**src/rtl/iram_pkg.sv**
```systemverilog
`timescale 1ns/1ps
package iram_pkg;
    localparam int ADDR_W    = 8;
    localparam int DATA_W    = 8;
    localparam int OFF_W     = ADDR_W - 1;
    localparam int HALF      = 2 ** OFF_W;
    localparam int BIT_IDX_W = $clog2(DATA_W);
    localparam int BANK_W    = 2;
    localparam int REG_W     = 3;
    localparam int NWR       = 3;

    typedef logic [ADDR_W-1:0] addr_t;
    typedef logic [DATA_W-1:0] byte_t;

    localparam addr_t BITRAM_BASE = addr_t'(8'h20);

    typedef enum logic [1:0] {
        BOP_NONE = 2'd0,
        BOP_SET  = 2'd1,
        BOP_CLR  = 2'd2,
        BOP_PUT  = 2'd3
    } bit_op_e;

    typedef struct packed {
        logic  en;
        addr_t addr;
        byte_t data;
    } wr_req_t;

    function automatic logic [HALF-1:0] default_sfr_mask();
        logic [HALF-1:0] m;
        for (int i = 0; i < HALF; i++) begin
            case (i)
                0, 1, 2, 3, 7, 8, 9, 10, 11, 12, 13,
                16, 24, 25, 32, 40, 48, 56, 80, 96, 112: m[i] = 1'b1;
                default:                                 m[i] = 1'b0;
            endcase
        end
        return m;
    endfunction

    localparam logic [HALF-1:0] SFR_MASK_DEF = default_sfr_mask();
endpackage

```
**src/rtl/iram_bit_decode.sv**
```systemverilog
`timescale 1ns/1ps
module iram_bit_decode import iram_pkg::*; (
    input  logic [ADDR_W-1:0]    bit_addr,
    input  logic [BANK_W-1:0]    bank_sel,
    input  logic [REG_W-1:0]     reg_idx,
    output logic [ADDR_W-1:0]    bit_byte,
    output logic [BIT_IDX_W-1:0] bit_sel,
    output logic [ADDR_W-1:0]    reg_byte
);
    always_comb begin
        bit_sel = bit_addr[BIT_IDX_W-1:0];
        if (bit_addr[ADDR_W-1]) begin
            bit_byte = {bit_addr[ADDR_W-1:BIT_IDX_W], {BIT_IDX_W{1'b0}}};
        end else begin
            bit_byte = BITRAM_BASE + addr_t'(bit_addr[OFF_W-1:BIT_IDX_W]);
        end
        reg_byte = addr_t'({bank_sel, reg_idx});
    end
endmodule

```
**src/rtl/iram_store.sv**
```systemverilog
`timescale 1ns/1ps
module iram_store import iram_pkg::*; #(
    parameter bit              REGION = 1'b0,
    parameter logic [HALF-1:0] IMPL   = {HALF{1'b1}}
) (
    input  logic                         clk,
    input  logic                         rst_n,
    input  wr_req_t [NWR-1:0]            wr,
    output logic [HALF-1:0][DATA_W-1:0]  mem_q
);
    typedef struct packed {
        logic [HALF-1:0][DATA_W-1:0] mem;
    } st_t;

    st_t st_d, st_q;

    always_comb begin
        st_d = st_q;
        for (int p = NWR - 1; p >= 0; p--) begin
            if (wr[p].en && (wr[p].addr[ADDR_W-1] == REGION)) begin
                st_d.mem[wr[p].addr[OFF_W-1:0]] = wr[p].data;
            end
        end
        for (int i = 0; i < HALF; i++) begin
            if (!IMPL[i]) begin
                st_d.mem[i] = '0;
            end
        end
    end

    always_ff @(posedge clk or negedge rst_n) begin
        if (!rst_n) begin
            st_q <= '0;
        end else begin
            st_q <= st_d;
        end
    end

    assign mem_q = st_q.mem;
endmodule

```
**src/rtl/iram_bitmem.sv**
```systemverilog
`timescale 1ns/1ps
module iram_bitmem import iram_pkg::*; #(
    parameter logic [HALF-1:0] SFR_IMPL = SFR_MASK_DEF
) (
    input  logic              clk,
    input  logic              rst_n,
    input  logic [1:0]        bank_sel,
    input  logic [7:0]        by_addr,
    input  logic              by_wr_en,
    input  logic [7:0]        by_wdata,
    output logic [7:0]        by_rdata,
    input  logic [2:0]        reg_idx,
    input  logic              reg_wr_en,
    input  logic [7:0]        reg_wdata,
    output logic [7:0]        reg_rdata,
    input  logic [7:0]        bit_addr,
    input  logic [1:0]        bit_op,
    input  logic              bit_wval,
    output logic              bit_rdata
);
    typedef struct packed {
        byte_t by;
        byte_t rg;
        logic  bt;
    } out_t;

    logic [ADDR_W-1:0]           bit_byte;
    logic [BIT_IDX_W-1:0]        bit_sel;
    logic [ADDR_W-1:0]           reg_byte;
    logic [HALF-1:0][DATA_W-1:0] ram_q;
    logic [HALF-1:0][DATA_W-1:0] sfr_q;
    wr_req_t [NWR-1:0]           wr;
    byte_t                       cur_by, cur_rg, cur_bt, new_bt;
    bit_op_e                     op;
    out_t                        out_d, out_q;

    iram_bit_decode u_dec (
        .bit_addr (bit_addr),
        .bank_sel (bank_sel),
        .reg_idx  (reg_idx),
        .bit_byte (bit_byte),
        .bit_sel  (bit_sel),
        .reg_byte (reg_byte)
    );

    assign op = bit_op_e'(bit_op);

    always_comb begin
        cur_by = by_addr[ADDR_W-1]  ? sfr_q[by_addr[OFF_W-1:0]]  : ram_q[by_addr[OFF_W-1:0]];
        cur_rg = reg_byte[ADDR_W-1] ? sfr_q[reg_byte[OFF_W-1:0]] : ram_q[reg_byte[OFF_W-1:0]];
        cur_bt = bit_byte[ADDR_W-1] ? sfr_q[bit_byte[OFF_W-1:0]] : ram_q[bit_byte[OFF_W-1:0]];
        new_bt = cur_bt;
        case (op)
            BOP_SET: new_bt[bit_sel] = 1'b1;
            BOP_CLR: new_bt[bit_sel] = 1'b0;
            BOP_PUT: new_bt[bit_sel] = bit_wval;
            default: new_bt = cur_bt;
        endcase
    end

    // index 0 has the highest priority inside the stores
    always_comb begin
        wr[0] = '{en: by_wr_en,          addr: by_addr,  data: by_wdata};
        wr[1] = '{en: reg_wr_en,         addr: reg_byte, data: reg_wdata};
        wr[2] = '{en: (op != BOP_NONE),  addr: bit_byte, data: new_bt};
    end

    iram_store #(
        .REGION (1'b0),
        .IMPL   ({HALF{1'b1}})
    ) u_ram (
        .clk   (clk),
        .rst_n (rst_n),
        .wr    (wr),
        .mem_q (ram_q)
    );

    iram_store #(
        .REGION (1'b1),
        .IMPL   (SFR_IMPL)
    ) u_sfr (
        .clk   (clk),
        .rst_n (rst_n),
        .wr    (wr),
        .mem_q (sfr_q)
    );

    always_comb begin
        out_d    = out_q;
        out_d.by = cur_by;
        out_d.rg = cur_rg;
        out_d.bt = cur_bt[bit_sel];
    end

    always_ff @(posedge clk or negedge rst_n) begin
        if (!rst_n) begin
            out_q <= '0;
        end else begin
            out_q <= out_d;
        end
    end

    assign by_rdata  = out_q.by;
    assign reg_rdata = out_q.rg;
    assign bit_rdata = out_q.bt;
endmodule

```
**config.mk**
```make
export PLATFORM = sky130hd
export DESIGN_NAME = iram_bitmem
export DESIGN_NICKNAME = d
export VERILOG_FILES = /design/src/rtl/iram_pkg.sv /design/src/rtl/iram_bit_decode.sv /design/src/rtl/iram_store.sv /design/src/rtl/iram_bitmem.sv
export SDC_FILE = /design/constraint.sdc
export NUM_CORES = 2
export LEC_CHECK = 0
export ABC_AREA = 1
export BUFFER_PORTS_ARGS = -buffer_cell sky130_fd_sc_hd__clkbuf_2
export CELL_PAD_IN_SITES_DETAIL_PLACEMENT = 0
export CELL_PAD_IN_SITES_GLOBAL_PLACEMENT = 1
export CORE_MARGIN = 4
export CORE_UTILIZATION = 45
export DETAILED_ROUTE_END_ITERATION = 16
export PLACE_DENSITY = 0.76
export SLEW_MARGIN = 40
export SYNTH_ARGS = -nofsm -noshare
export SYNTH_HDL_FRONTEND = slang
export SYNTH_SLANG_ARGS = --single-unit
```
**constraint.sdc**
```tcl
create_clock -name clk -period 4.3 [get_ports clk]
set_clock_uncertainty 0.05 [all_clocks]
set_input_delay 0.86 -clock clk [delete_from_list [all_inputs] [get_ports clk]]
set_output_delay 0.86 -clock clk [all_outputs]
set_load 0.01 [all_outputs]
```
# After elaboration in Yosys (flattened, before gate mapping)
# Index checks and enable logic that the tools add are counted.
# word_totals
word_cells	213
output_inout_bits	17
input_bits	44
reg_bits	1209
# op_classes
muxes	35
n_bitwise	5
n_lt_le_gt_ge	8
n_reduce_logical	9
eq_ne	3
n_addsub	1
# ops
cell	count
$bwmux 1024	5
$mux 1024	4
$mux 904	1
$bmux 8 s7	4
$demux 8 s7	2
$mux 8	11
$bmux 8 s5	1
$demux 8 s5	1
$pmux 8 s3	1
$lt 7x8->1 const B	2
$ge 7x1->1 const B	2
$and 8x8->8	1
$bwmux 8	1
$logic_and 1x1->1	8
$lt 5x8->1 const B	1
$not 8->8	1
$or 8x8->8	1
$add 6x4->7 const A	1
$ge 5x1->1 const B	1
$eq 2x2->1 const B	2
$lt 3x4->1 const B	1
$bmux 1 s3	1
$demux 1 s3	1
$ge 3x1->1 const B	1
4 further kinds	6

# Logic depth before layout (Yosys ltp)
# logic_depth
ltp_word	13
depth_mapped	20
ltp_nobuf	17

# By module
# Synthesis repeated with hierarchy kept, for this count alone.
# hier_totals
cells_unflattened	25030
area_unflattened_um2	137887.2
# by_module_without_submodules
module	area_per_inst_um2	cells_per_inst	seq_area_each_um2	instances
iram_store (u_ram)	61041.0	9489	25624.6	1
iram_bitmem	58103.2	12703	425.4	1
iram_store (u_sfr)	18581.6	2809	4204.0	1
iram_bit_decode	161.4	29	0.0	1

# Worst setup path before layout
# OpenSTA, ideal clock, no wires.
# synth_timing
path_type	input port to flip-flop
startpoint	input bit_addr[3]
endpoint	register u_ram.st_q (netlist bit u_ram.mem_q[279])
t_arrival_ns	2.457
required_time_ns	4.133
path_stages	16
setup_time_ns	0.117
path_buffers	4
slack_ns	1.676
path_cell_list	buf_4 -> nand2_4 -> buf_2 -> buf_2 -> nand2_1 -> o21ai_0 -> nand2_1 -> a21oi_1 -> o21ai_0 -> nand3_1 -> nand3_1 -> nand2_2 -> buf_6 -> nand2_1 -> nand2_1 -> nand2_1
# synth_lines
item	line_no	source
from (decl)	iram_bitmem.sv:16	input logic [7:0] bit_addr,
to (signal assigned)	iram_store.sv:35	st_q <= st_d;
to (decl)	iram_store.sv:15	st_t st_d, st_q;

==> results.md <==
* Die width at 386 microns
* Post-placement worst setup slack at 0.354 ns
* Commonest non-fill, non-tap cell in the layout: nand2_1
* Worst stage delay on the critical path at 0.63 ns
* Sequential Power Share at 42.0%
* Number of CTS-inserted buffers at 143
* Fill count at between 10000 and 15000
* CTS tree: yes
* Max H-tree Level at 4
* CTS max path bufs at 3
* Minimum clock period at between 3 and 4 ns
* Yosys warnings at 0
* Crit Path Class: in2reg
* Met3 Track Usage GR at between 8 and 9%
* RSZ-0062 raised after global routing: no
* Vert. Die Dim at 386 microns
* Fin cells at 10400
* Syn_nets at 8509
* Clk pwr share at 38.3%
* Yosys cell types at 46
* Initial drt markers at approximately 9000
* Post-synth top area cell: dfrtp_1
* # IOs at 61
* Total number of vias at 64900
* Initial core utilization at a little under half
* Port buffer count at 60
* Seq/Total Area, Yosys at 47.1%
* Yosys reg bits at ~1200
* Largest net degree at the start of global routing at 162
* Final ANT Viol Nets at 0
* Setup crit start kind: primary input
* Slowest cell on the critical path: nor2_1
* Total track usage at 38.5%
* Flop-to-flop setup slack at 1.82 ns
* Worst-Skew Late Latency at roughly 0.81 ns
* Placed Area at 67600 sq um
* Syn avg cell area at 7.60 sq um
* Hold Fails Final Rpt at 0
* Hold path depth at 2
* Fin. max-slew vios at 0
* Detailed Place HPWL at 195000 microns
* CTS sink cnt at approximately 1200
* DIE AREA at 149000 sq um
* R2R depth at 13
* Top-area cell type share of the netlist area at a little under half
* Vias in the first global route at 61200
* Final Cycle Share at 76.7%
* CP arrival at between 3 and 4 ns
* Main area contributors after synthesis: dfrtp_1 (47%), nand2_1 (14%), o21ai_0 (7.8%)
* GR peak layer: met2
* Post-route DRC violation count at 0
* Setup ws final at ~1.0 ns
* CTS clk-pin slew, worst paths at 0.06 ns
* Worst Tran Pin Value at 0.857 ns
* Async S/R FF share, synth at 100%
* Post-synth EDFFs at 0
* Global route overflow at 0
* Area growth, synth to finish at 12.6%
* Initial antenna violation count at 16
* Share of post-route cells with drive strength above 1 at under 10%
* Critical Path RT at 4.95 ns
* Routing usage on met1 at 53.6%
* Fmax at ~0.30 GHz
* Peak VDD IR at 0.354 mV
* Synthesized instance count at 8465
* Comb pwr share at 19.7%
* Worst hold path type: reg2reg
* PD cells at 454 nW/um^2
* Most frequent cells in the layout: nand2_1 (2316), dfrtp_1 (1209), o21ai_0 (997), inv_1 (959), o22ai_1 (700)
* Crit end category: flip-flop
* Post-Route Utilization at 51.1%
* Core ar. at 142000 sq um
* Lkg Pwr at 0.0343 uW
* DP Cell Count at 10100
* Routed WL per cell at 28.2 microns
* Fin area at between 70000 and 80000 sq um
* CP max FO at 16
* Switching Power at 10700 uW
* Routability-driven placement congestion ratio at 0.997
* Met2 Resource Use GR at 56.2%
* Cell Rows at ~140
* First-pass DRT Iterations at 6
* Root Driver: clkbuf_16
* Switch share at 32.7%
* Final wirelength at 292000 microns
* Post-Route Setup TNS at 0 ns
* Cell Area, Synth at approximately 64000 sq um
* First-pass GRT wire length at between 400000 and 500000 microns
* Nets at approximately 8400
* Finish-stage setup viols at 0
* Vias per cell at between 6 and 7
* Critical path, cell by cell: clkbuf_2 > nor2_2 > inv_2 > nor2_1 > inv_2 > nor2_1 > nand2_1 > o21ai_0
* Status: complete, no violations
* Maximum Capacitance Violations at 0
* Pint at 22200 uW
* Most common flop cell mapped by yosys: dfrtp_1
* Max_slew headroom at 42.6%
## layer usage
metal | vias up | part of all wire (%)
met5 | - | 0.030
met4 | 12 | 5.9
met3 | 855 | 11
met2 | 4087 | 43
met1 | 31500 | 41
li1 | 28400 | -
## cell families (layout without fill, tap and decap cells)
family / count (synthesis) / after routing / synth area share [%]
multiplexers: 2 / 2 / 0.0331
other: 0 / 6 / 0
AO/OA/AOI/OAI: 2649 / 2649 / 24.5
flip-flops: 1209 / 1209 / 47.1
AND/OR/NAND/NOR: 3000 / 3000 / 18.6
buffers and inverters: 1605 / 1627 / 9.83
## worst paths after layout
check | from | to
setup / recovery | by_addr[5] | u_sfr.mem_q[107]$_DFF_PN0_
hold / removal | u_sfr.mem_q[80]$_DFF_PN0_ | u_sfr.mem_q[80]$_DFF_PN0_
setup reg to reg | u_ram.mem_q[359]$_DFF_PN0_ | u_sfr.mem_q[135]$_DFF_PN0_
hold reg to reg | u_sfr.mem_q[80]$_DFF_PN0_ | u_sfr.mem_q[80]$_DFF_PN0_
max in group asynchronous | rst_n | u_sfr.mem_q[897]$_DFF_PN0_
min in group asynchronous | rst_n | u_ram.mem_q[716]$_DFF_PN0_
## Yosys cell counts (7+ instances only)
cell	instances
o2111ai_1	34
nand4_1	42
nand2_2	12
a221oi_1	23
o21ai_0	997
o22ai_1	700
dfrtp_1	1209
inv_2	44
a22o_1	9
o21ai_1	60
nor3_1	71
a21oi_1	315
nand2_1	2320
buf_4	7
a22oi_1	147
o211ai_1	269
buf_2	115
nor2_1	372
buf_6	16
inv_1	965
o221ai_1	74
buf_1	33
clkinv_1	7
nor3_2	14
clkbuf_1	416
nand2_4	7
nor2_2	23
nand3_1	122
## power by group through the flow
stage	Sequential [uW]	Combinational [uW]	Clock [uW]
after detailed placement	13900	6260	0
after CTS	13700	6290	12700
after global routing	13900	7030	13200
after global placement	13900	6190	0
after floorplan	13600	3910	0
final	13800	6480	12600
## stage by stage
stage | hold WS, ns | power, uW
6_report | 0.439 | 32900
4_1_cts | 0.436 | 32700
3_3_place_gp | 0.415 | 20100
3_5_place_dp | 0.420 | 20200
5_1_grt | 0.452 | 34100
2_1_floorplan | 0.398 | 17500
## timing repair
item	4_1_cts	5_1_grt
endpoints found under the hold margin	47	0
setup buffers	0	0
resized for setup	0	0
hold buffers	1	0
## final cells by class
cell class	count	area, sq um	area share [%]
well taps	1890	2360	3.27
multi-input cells	5651	27900	38.5
diodes	6	15.0	0.0207
clock inverters	48	581	0.802
repair buffers	349	3220	4.44
flip-flops and latches	1209	30300	41.8
inverters	1018	3850	5.33
clock buffers	212	4220	5.83
## flip-flops by register name (all words and copies together) (netlist names)
| register | cells |
|---|---|
| bit_rdata | 1 |
| by_rdata | 8 |
| reg_rdata | 8 |
| u_ram.mem_q | 1024 |
| u_sfr.mem_q | 168 |
## worst max-delay path: cells and delay by family
| kind | cells | cell delay, ns |
|---|---|---|
| AOI/OAI and AO/OA | 1 | 0.35 |
| buffers and inverters | 3 | 0.57 |
| and+or+nand+nor | 4 | 2.14 |
Note: power is estimated with default switching activity, not from simulation.
